**src/rtl/sw_tlb_pkg.sv**
```systemverilog
package sw_tlb_pkg;
    // Default geometry: 20-bit page numbers, 32 sets, 20-bit physical pages
    localparam int unsigned DEF_VPN_W = 20;
    localparam int unsigned DEF_IDX_W = 5;
    localparam int unsigned DEF_PPN_W = 20;
    localparam int unsigned NUM_WAYS  = 2;

    typedef enum logic {
        WAY_A = 1'b0,
        WAY_B = 1'b1
    } way_e;
endpackage

```
**src/rtl/tlb_way.sv**
```systemverilog
module tlb_way #(
    parameter int unsigned IDX_W = 5,
    parameter int unsigned TAG_W = 15,
    parameter int unsigned PPN_W = 20
) (
    input  logic             clk,
    input  logic             rst_n,
    input  logic             wr_en,
    input  logic [IDX_W-1:0] wr_idx,
    input  logic [TAG_W-1:0] wr_tag,
    input  logic [PPN_W-1:0] wr_ppn,
    input  logic             inv_en,
    input  logic [IDX_W-1:0] inv_idx,
    input  logic [IDX_W-1:0] rd_idx,
    output logic             rd_vld,
    output logic [TAG_W-1:0] rd_tag,
    output logic [PPN_W-1:0] rd_ppn
);
    localparam int unsigned SETS = 1 << IDX_W;

    logic [SETS-1:0]  vld_q;
    logic [TAG_W-1:0] tag_q [SETS];
    logic [PPN_W-1:0] ppn_q [SETS];

    // Valid bits: the invalidate is applied last so that it wins
    always_ff @(posedge clk) begin
        if (!rst_n) begin
            vld_q <= '0;
        end else begin
            if (wr_en) begin
                vld_q[wr_idx] <= 1'b1;
            end
            if (inv_en) begin
                vld_q[inv_idx] <= 1'b0;
            end
        end
    end

    // Payload storage needs no reset; it is guarded by the valid bits
    always_ff @(posedge clk) begin
        if (wr_en) begin
            tag_q[wr_idx] <= wr_tag;
            ppn_q[wr_idx] <= wr_ppn;
        end
    end

    always_comb begin
        rd_vld = vld_q[rd_idx];
        rd_tag = tag_q[rd_idx];
        rd_ppn = ppn_q[rd_idx];
    end


    inv_clears_chk: assert property (@(posedge clk) disable iff (!rst_n)
        inv_en |=> !vld_q[$past(inv_idx)]);


    wr_lands_chk: assert property (@(posedge clk) disable iff (!rst_n)
        (wr_en && !(inv_en && inv_idx == wr_idx)) |=>
            (vld_q[$past(wr_idx)] && tag_q[$past(wr_idx)] == $past(wr_tag)
             && ppn_q[$past(wr_idx)] == $past(wr_ppn)));
endmodule

```
**src/rtl/tlb_bank.sv**
```systemverilog
module tlb_bank
    import sw_tlb_pkg::*;
#(
    parameter int unsigned VPN_W = DEF_VPN_W,
    parameter int unsigned IDX_W = DEF_IDX_W,
    parameter int unsigned PPN_W = DEF_PPN_W
) (
    input  logic             clk,
    input  logic             rst_n,
    input  logic             lk_vld,
    input  logic [VPN_W-1:0] lk_vpn,
    output logic             lk_hit,
    output logic             lk_miss,
    output logic [PPN_W-1:0] lk_ppn,
    input  logic             ld_vld,
    input  logic [VPN_W-1:0] ld_vpn,
    input  logic [PPN_W-1:0] ld_ppn,
    input  logic             inv_vld,
    input  logic [IDX_W-1:0] inv_idx
);
    localparam int unsigned TAG_W = VPN_W - IDX_W;
    localparam int unsigned SETS  = 1 << IDX_W;

    logic [IDX_W-1:0] lk_idx;
    logic [TAG_W-1:0] lk_tag;
    logic [IDX_W-1:0] ld_idx;
    logic [TAG_W-1:0] ld_tag;
    logic             ld_go;
    way_e             victim;
    logic [SETS-1:0]  lru_q;

    logic [NUM_WAYS-1:0] way_vld;
    logic [NUM_WAYS-1:0] way_hit;
    logic [TAG_W-1:0]    way_tag [NUM_WAYS];
    logic [PPN_W-1:0]    way_ppn [NUM_WAYS];

    assign lk_idx = lk_vpn[IDX_W-1:0];
    assign lk_tag = lk_vpn[VPN_W-1:IDX_W];
    assign ld_idx = ld_vpn[IDX_W-1:0];
    assign ld_tag = ld_vpn[VPN_W-1:IDX_W];

    // An invalidate of the same set drops the load
    assign ld_go  = ld_vld && !(inv_vld && inv_idx == ld_idx);
    assign victim = way_e'(lru_q[ld_idx]);

    for (genvar w = 0; w < NUM_WAYS; w++) begin : g_way
        tlb_way #(
            .IDX_W (IDX_W),
            .TAG_W (TAG_W),
            .PPN_W (PPN_W)
        ) u_way (
            .clk     (clk),
            .rst_n   (rst_n),
            .wr_en   (ld_go && (victim == way_e'(w))),
            .wr_idx  (ld_idx),
            .wr_tag  (ld_tag),
            .wr_ppn  (ld_ppn),
            .inv_en  (inv_vld),
            .inv_idx (inv_idx),
            .rd_idx  (lk_idx),
            .rd_vld  (way_vld[w]),
            .rd_tag  (way_tag[w]),
            .rd_ppn  (way_ppn[w])
        );
        assign way_hit[w] = lk_vld && way_vld[w] && (way_tag[w] == lk_tag);
    end

    always_comb begin
        lk_hit  = |way_hit;
        lk_miss = lk_vld && !(|way_hit);
        lk_ppn  = '0;
        if (way_hit[0]) begin
            lk_ppn = way_ppn[0];
        end else if (way_hit[1]) begin
            lk_ppn = way_ppn[1];
        end
    end

    // Recency: a hit points away from the hit way, a load flips the bit (load wins)
    always_ff @(posedge clk) begin
        if (!rst_n) begin
            lru_q <= '0;
        end else begin
            if (lk_hit) begin
                lru_q[lk_idx] <= way_hit[0];
            end
            if (ld_go) begin
                lru_q[ld_idx] <= ~victim;
            end
        end
    end


    lru_flip_chk: assert property (@(posedge clk) disable iff (!rst_n)
        ld_go |=> lru_q[$past(ld_idx)] != $past(lru_q[ld_idx]));


    hit_lru_chk: assert property (@(posedge clk) disable iff (!rst_n)
        (lk_hit && !(ld_go && ld_idx == lk_idx)) |=>
            lru_q[$past(lk_idx)] == $past(way_hit[0]));


    drop_keeps_lru_chk: assert property (@(posedge clk) disable iff (!rst_n)
        (ld_vld && inv_vld && inv_idx == ld_idx && !(lk_hit && lk_idx == ld_idx))
            |=> lru_q[$past(ld_idx)] == $past(lru_q[ld_idx]));
endmodule

```
**src/rtl/sw_tlb_pair.sv**
```systemverilog
module sw_tlb_pair
    import sw_tlb_pkg::*;
#(
    parameter int unsigned VPN_W = DEF_VPN_W,
    parameter int unsigned IDX_W = DEF_IDX_W,
    parameter int unsigned PPN_W = DEF_PPN_W
) (
    input  logic             clk,
    input  logic             rst_n,
    input  logic             ilk_vld,
    input  logic [VPN_W-1:0] ilk_vpn,
    output logic             ilk_hit,
    output logic             ilk_miss,
    output logic [PPN_W-1:0] ilk_ppn,
    input  logic             dlk_vld,
    input  logic [VPN_W-1:0] dlk_vpn,
    output logic             dlk_hit,
    output logic             dlk_miss,
    output logic [PPN_W-1:0] dlk_ppn,
    input  logic             ild_vld,
    input  logic [VPN_W-1:0] ild_vpn,
    input  logic [PPN_W-1:0] ild_ppn,
    input  logic             dld_vld,
    input  logic [VPN_W-1:0] dld_vpn,
    input  logic [PPN_W-1:0] dld_ppn,
    input  logic             inv_vld,
    input  logic [IDX_W-1:0] inv_idx
);
    tlb_bank #(
        .VPN_W (VPN_W),
        .IDX_W (IDX_W),
        .PPN_W (PPN_W)
    ) u_ibank (
        .clk     (clk),
        .rst_n   (rst_n),
        .lk_vld  (ilk_vld),
        .lk_vpn  (ilk_vpn),
        .lk_hit  (ilk_hit),
        .lk_miss (ilk_miss),
        .lk_ppn  (ilk_ppn),
        .ld_vld  (ild_vld),
        .ld_vpn  (ild_vpn),
        .ld_ppn  (ild_ppn),
        .inv_vld (inv_vld),
        .inv_idx (inv_idx)
    );

    tlb_bank #(
        .VPN_W (VPN_W),
        .IDX_W (IDX_W),
        .PPN_W (PPN_W)
    ) u_dbank (
        .clk     (clk),
        .rst_n   (rst_n),
        .lk_vld  (dlk_vld),
        .lk_vpn  (dlk_vpn),
        .lk_hit  (dlk_hit),
        .lk_miss (dlk_miss),
        .lk_ppn  (dlk_ppn),
        .ld_vld  (dld_vld),
        .ld_vpn  (dld_vpn),
        .ld_ppn  (dld_ppn),
        .inv_vld (inv_vld),
        .inv_idx (inv_idx)
    );


    inv_both_sides_chk: assert property (@(posedge clk) disable iff (!rst_n)
        inv_vld |=> !(ilk_hit && ilk_vpn[IDX_W-1:0] == $past(inv_idx))
                 && !(dlk_hit && dlk_vpn[IDX_W-1:0] == $past(inv_idx)));


    lookup_idle_chk: assert property (@(posedge clk) disable iff (!rst_n)
        !ilk_vld |-> !(ilk_hit || ilk_miss));
endmodule

```
**config.mk**
```make
export PLATFORM = sky130hd
export DESIGN_NAME = sw_tlb_pair
export DESIGN_NICKNAME = d
export VERILOG_FILES = /design/src/rtl/sw_tlb_pkg.sv /design/src/rtl/tlb_way.sv /design/src/rtl/tlb_bank.sv /design/src/rtl/sw_tlb_pair.sv
export SDC_FILE = /design/constraint.sdc
export NUM_CORES = 2
export LEC_CHECK = 0
export ABC_CLOCK_PERIOD_IN_PS = 10900
export BUFFER_PORTS_ARGS = -buffer_cell sky130_fd_sc_hd__buf_4
export CAP_MARGIN = 15
export CORE_AREA = 10 10 536 538
export DETAILED_ROUTE_END_ITERATION = 8
export DIE_AREA = 0 0 546 548
export PLACE_DENSITY_LB_ADDON = 0.2
export SKIP_CTS_REPAIR_TIMING = 1
export SYNTH_ARGS = -nofsm -noshare
export SYNTH_HDL_FRONTEND = slang
export SYNTH_MEMORY_MAX_BITS = 65536
export SYNTH_SLANG_ARGS = --single-unit
```
**constraint.sdc**
```tcl
create_clock -name clk -period 10.9 [get_ports clk]
set_input_delay 2.18 -clock clk [delete_from_list [all_inputs] [get_ports clk]]
set_output_delay 2.18 -clock clk [all_outputs]
set_load 0.005 [all_outputs]
```
# Word level (Yosys, flattened, before mapping)
# Memories as Yosys holds them, arrays and structs flattened.
# Cells that the tools add are included.
[word_totals]
reg_bits = 192
ramBits = 4480
input_bits = 132
out_inout_bits = 44
elab_cells = 126
mem_count = 8
[op_classes]
n_lt_le_gt_ge = 10
eq_ne = 6
mux = 56
bitwise = 11
n_reduce_logical = 29
[mem_list]
columns = ["name", "depth", "width", "rd", "rd_clocked_by_memory_dff", "write_ports", "line", "rtl"]
rows = [
  ["u_dbank.g_way[0].u_way.ppn_q", 32, 20, 1, 0, 1, "tlb_way.sv:23", "logic [PPN_W-1:0] ppn_q [SETS];"],
  ["u_dbank.g_way[1].u_way.ppn_q", 32, 20, 1, 0, 1, "tlb_way.sv:23", ""],
  ["u_ibank.g_way[0].u_way.ppn_q", 32, 20, 1, 0, 1, "tlb_way.sv:23", ""],
  ["u_ibank.g_way[1].u_way.ppn_q", 32, 20, 1, 0, 1, "tlb_way.sv:23", ""],
  ["u_dbank.g_way[0].u_way.tag_q", 32, 15, 1, 0, 1, "tlb_way.sv:22", "logic [TAG_W-1:0] tag_q [SETS];"],
  ["u_dbank.g_way[1].u_way.tag_q", 32, 15, 1, 0, 1, "tlb_way.sv:22", ""],
  ["2 more memories", "--", "--", "--", "--", "--", "--", ""],
]
[ops]
columns = ["cell", "n"]
rows = [
  ["32-bit two-way mux", 18],
  ["32-bit bitwise AND", 4],
  ["32-bit bitwise mux", 4],
  ["32-bit OR", 4],
  ["20-bit two-way mux", 4],
  ["15-bit equality test", 4],
  ["32-bit NOT", 1],
  ["1-bit binary-select mux with 5-bit select", 6],
  ["5-bit by 6-bit < comparator with 1-bit output (second input constant)", 5],
  ["1-bit demux with 5-bit select", 5],
  ["5-bit by 1-bit >= comparator with 1-bit output (second input constant)", 5],
  ["1-bit logical AND", 23],
  ["1-bit two-way mux", 19],
  ["5-bit equality test", 2],
  ["1-bit zero test", 4],
  ["2-bit OR reduction", 2],
  ["1-bit NOT", 2],
]

# Longest topological paths before layout
[depth]
word_depth = 9
depth_mapped = 17
ltp_nobuf = 9

# By module
# From an unflattened synthesis, not the netlist that was laid out.
[hier_totals]
hier_cells = 11090
hier_area_um2 = 186431.3
[modules_own_cells]
columns = ["module", "n_inst", "cells_per_inst", "area_per_inst_um2", "seq_area_each_um2"]
rows = [
  ["tlb_way", 4, 2549, 45005.7, 34272.9],
  ["tlb_bank (u_ibank)", 1, 425, 3229.3, 640.6],
  ["tlb_bank (u_dbank)", 1, 469, 3179.3, 640.6],
]

# Worst setup path before layout
# OpenSTA, ideal clock, no wires.
[synth_timing]
path_type = "input-to-output"
startpoint = "input ilk_vpn[0]"
endpoint = "output ilk_ppn[18]"
t_arrival_ns = 4.937
t_required_ns = 8.720
setup_slack_ns = 3.783
stages = 9
n_path_buf = 5
cell_sequence = "buf_2 -> buf_2 -> clkbuf_1 -> clkbuf_1 -> buf_1 -> mux4_2 -> a221oi_1 -> a31oi_1 -> a21o_1"
[synth_via]
elab_chain_len = 6
word_cells_on_any_way = 16
cone_classes = "eq/ne: 2; mux: 6; reduce/logical: 4; memory: 4"
[synth_rtl]
columns = ["element", "line", "rtl"]
rows = [
  ["start: declaration", "sw_tlb_pair.sv:11", "input logic [VPN_W-1:0] ilk_vpn,"],
  ["parallel branches: the longest is 5 deep, another holds memory read 32 x 15 bit", "--", ""],
  ["20-bit two-way mux (*)", "tlb_bank.sv:72", "if (way_hit[0]) begin"],
  ["end: declaration", "sw_tlb_pair.sv:14", "output logic [PPN_W-1:0] ilk_ppn,"],
]
# Mark *: on every way between the ends. The select of a mux whose other input is x is not followed.

# Worst setup path in the final report
[layout_timing]
startpoint = "input ilk_vpn[1]"
endpoint = "output ilk_ppn[13]"
# The elaborated chain is that of the path after synthesis.

==> impl_metrics.toml <==
[min_path]
holdCritStartpoint = "u_dbank.g_way[0].u_way.vld_q[6]"
min_to = "u_dbank.g_way[0].u_way.vld_q[6]"
hold_depth = 1
hold_path.class = "flip-flop to flip-flop"

[synthesis]
yosysWarningCount = 0
synth_top_cell_by_area = "edfxtp_1"
synth_commonest_cells = "edfxtp_1, mux2i_1, o22ai_1"
yosysMostFrequentCell = "edfxtp_1"
yosys.cell_types.count = 51
synth-edff-count = 4480
synth-seq-cells = 4672
synthTopCellsByArea = "edfxtp_1, mux4_2, mux2i_1"
syn_inst = 8925
seq_area_frac_synth = 0.775
synth_top_area_share = 0.753
synth_area_um2 = 179000
syn_nets = 9057
ys_async_sr_fraction = 0
ys.flop_type = "edfxtp_1"
postSynthAreaPerCell_um2 = 20.0

[setup_path]
path_cells = "buf_8 -> buf_12 -> mux2i_1 -> o22ai_1 -> nor4_1 -> nand2_1 -> xor2_1 -> nor4_1 -> nand4_1 -> buf_12 -> a31oi_1 -> a21o_1 -> buf_4"
rr_startpoint = "u_ibank.lru_q[11]"
startpoint_type = "primary input"
cp.arrival_ns = 7.17
worstSetupPathType = "primary input to output pin"
crit_buf_inv = 4
cpPeakStageDelay_ns = 0.87
worst_r2r_path_depth = 7
cpLargestDelayFamily = "simple AND/OR/NAND/NOR gates"
worstPathRequired_ns = 8.72
worst-r2r-setup-slack_ns = 6.58
reg2reg_to = "u_ibank.g_way[1].u_way.ppn_q[21][11]"
crit_fanout = 119
slowest_stage = "nor4_1"
end_kind = "output pin"

[clocking]
cts_sinks = 4672
cts_htree_levels = 5
cts.clk_slew.worst_paths_ns = 0.06
cts-root-buf = "clkbuf_16"
clock_path_buffers = 4
cts_tree = "done"
clk_latency_ns = 1.00
cts_buffers = 450

[drt]
first_pass_iters = 8
antenna_left = 0
drt_iter0_drc = 16539
postRouteWirelength_mm = 517
via_per_inst = 7.35
wl_per_cell_um = 38.6
via_count = 98596
drc = 0

[sta]
hold_violations = 0
rsz0062_at_grt = "false"
fmax_mhz = 107
timing.final.crit_share = 0.858
worst_pin_slew_ns = 1.30
finalSetupViolations = 0
min_period_ns = 9.35
final_max_slew_viol_count = 0
worst_clock_skew_ns = 0.0702
relSlewSlack = 0.129
finalSetupTns_ns = 0

[cells_and_area]
drive_gt1_frac = 0.201
area_delta_synth_final_pct = 12.4
layout.nets = 9429
design_area_um2 = 201000
utilization = 0.727

[global_route]
grt_overflow = 0
grt_max_degree = 141
grt_pass1_vias = 96602
antenna_found_initial = 24
grt_pass1_wl_mm = 723
grtUsageTotal = 0.338

[die]
fp.dieArea_um2 = 299000
initial_core_util = 0.647
fp.dieW_um = 546
die_h_um = 548
row_count = 193
fp.coreArea_um2 = 276000
ios = 176

[run_status]
status = "finished clean"

[placed_design]
placed_cell_area_um2 = 186000
gp_congestion = 0.897
hpwlAfterDp_mm = 263
portBuffers = 175

[pwr]
power.leakage_uw = 0.0655
powerDensity_nw_per_um2 = 186
ir_drop_mv = 0.172

[flow_run]
drv_cap = 0
[routing by layer]
metal | wire length (um) | global-route usage | up-vias
li1 | - | - | 37924
met5 | 95 | 0 | -
met3 | 75000 | 0.0910 | 1532
met2 | 235000 | 0.507 | 8740
met1 | 180000 | 0.476 | 50386
met4 | 27000 | 0.148 | 14
[cells in the final DEF, fill, tap and decap left out, types with 128 or more instances in the layout]
cell type	n
dfxtp_1	192
mux2i_1	1024
nand2_1	210
nor4_1	144
edfxtp_1	4480
clkbuf_16	451
nor2_4	128
buf_4	424
o21a_1	176
mux4_2	656
o22ai_1	664
[sequential cells by signal, indices dropped and copies added (netlist names)]
signal	flops
u_dbank.g_way.u_way.ppn_q	1280
u_ibank.g_way.u_way.ppn_q	1280
u_dbank.g_way.u_way.tag_q	960
u_ibank.g_way.u_way.tag_q	960
u_dbank.g_way.u_way.vld_q	64
u_ibank.g_way.u_way.vld_q	64
u_dbank.lru_q	32
u_ibank.lru_q	32
[where the power goes]
part / total, uW / internal, uW / switching [uW] / leakage (uW)
Clock: 15800 / 9030 / 6790 / 0.00729
Sequential: 19800 / 19800 / 34.0 / 0.0418
Combinational: 1710 / 550 / 1160 / 0.0164
[how the worst max path moves through the flow]
stage	startpoint	endpoint	slack (ns)	cells past startpoint
after floorplan	ilk_vpn[0]	ilk_ppn[18]	3.78	9
after global placement	ilk_vpn[1]	ilk_ppn[11]	1.85	13
after detailed placement	ilk_vpn[1]	ilk_ppn[11]	1.89	13
after CTS	ilk_vpn[1]	ilk_ppn[11]	1.88	13
after global routing	ilk_vpn[1]	ilk_ppn[13]	1.54	13
final	ilk_vpn[1]	ilk_ppn[13]	1.55	13
[final cells by class]
class | count | area, um2
antenna | 13 | 32.5
clock inverter | 287 | 3210
multi-input combinational | 3721 | 39000
fill | 15500 | 75400
clock buffer | 557 | 11800
sequential | 4672 | 138000
tap | 3705 | 4640
inverter | 3 | 12.5
timing repair buffer | 449 | 3660
[cell families (layout without fill, tap and decap cells)]
kind of cell | after synthesis | after routing | synth area share
xor gates and xnor gates | 70 | 70 | 0.00343
AOI/OAI and AO/OA | 1228 | 1228 | 0.0465
and+or+nand+nor | 743 | 743 | 0.0214
other | 0 | 13 | 0
buffers and inverters | 532 | 1296 | 0.0137
DFF | 4672 | 4672 | 0.775
muxes | 1680 | 1680 | 0.140
[metrics by stage]
| stage | hold slack [ns] | worst slack [ns] | total power (uW) | std cells |
|---|---|---|---|---|
| floorplan | 0.440 | 3.78 | 21100 | 8925 |
| global placement | 0.445 | 1.85 | 21800 | 12547 |
| detailed placement | 0.452 | 1.89 | 21900 | 12549 |
| CTS | 0.466 | 1.88 | 37400 | 13393 |
| global route | 0.478 | 1.54 | 38200 | 13404 |
| finish | 0.466 | 1.55 | 37400 | 13407 |
(Power assumes the default switching activity.)
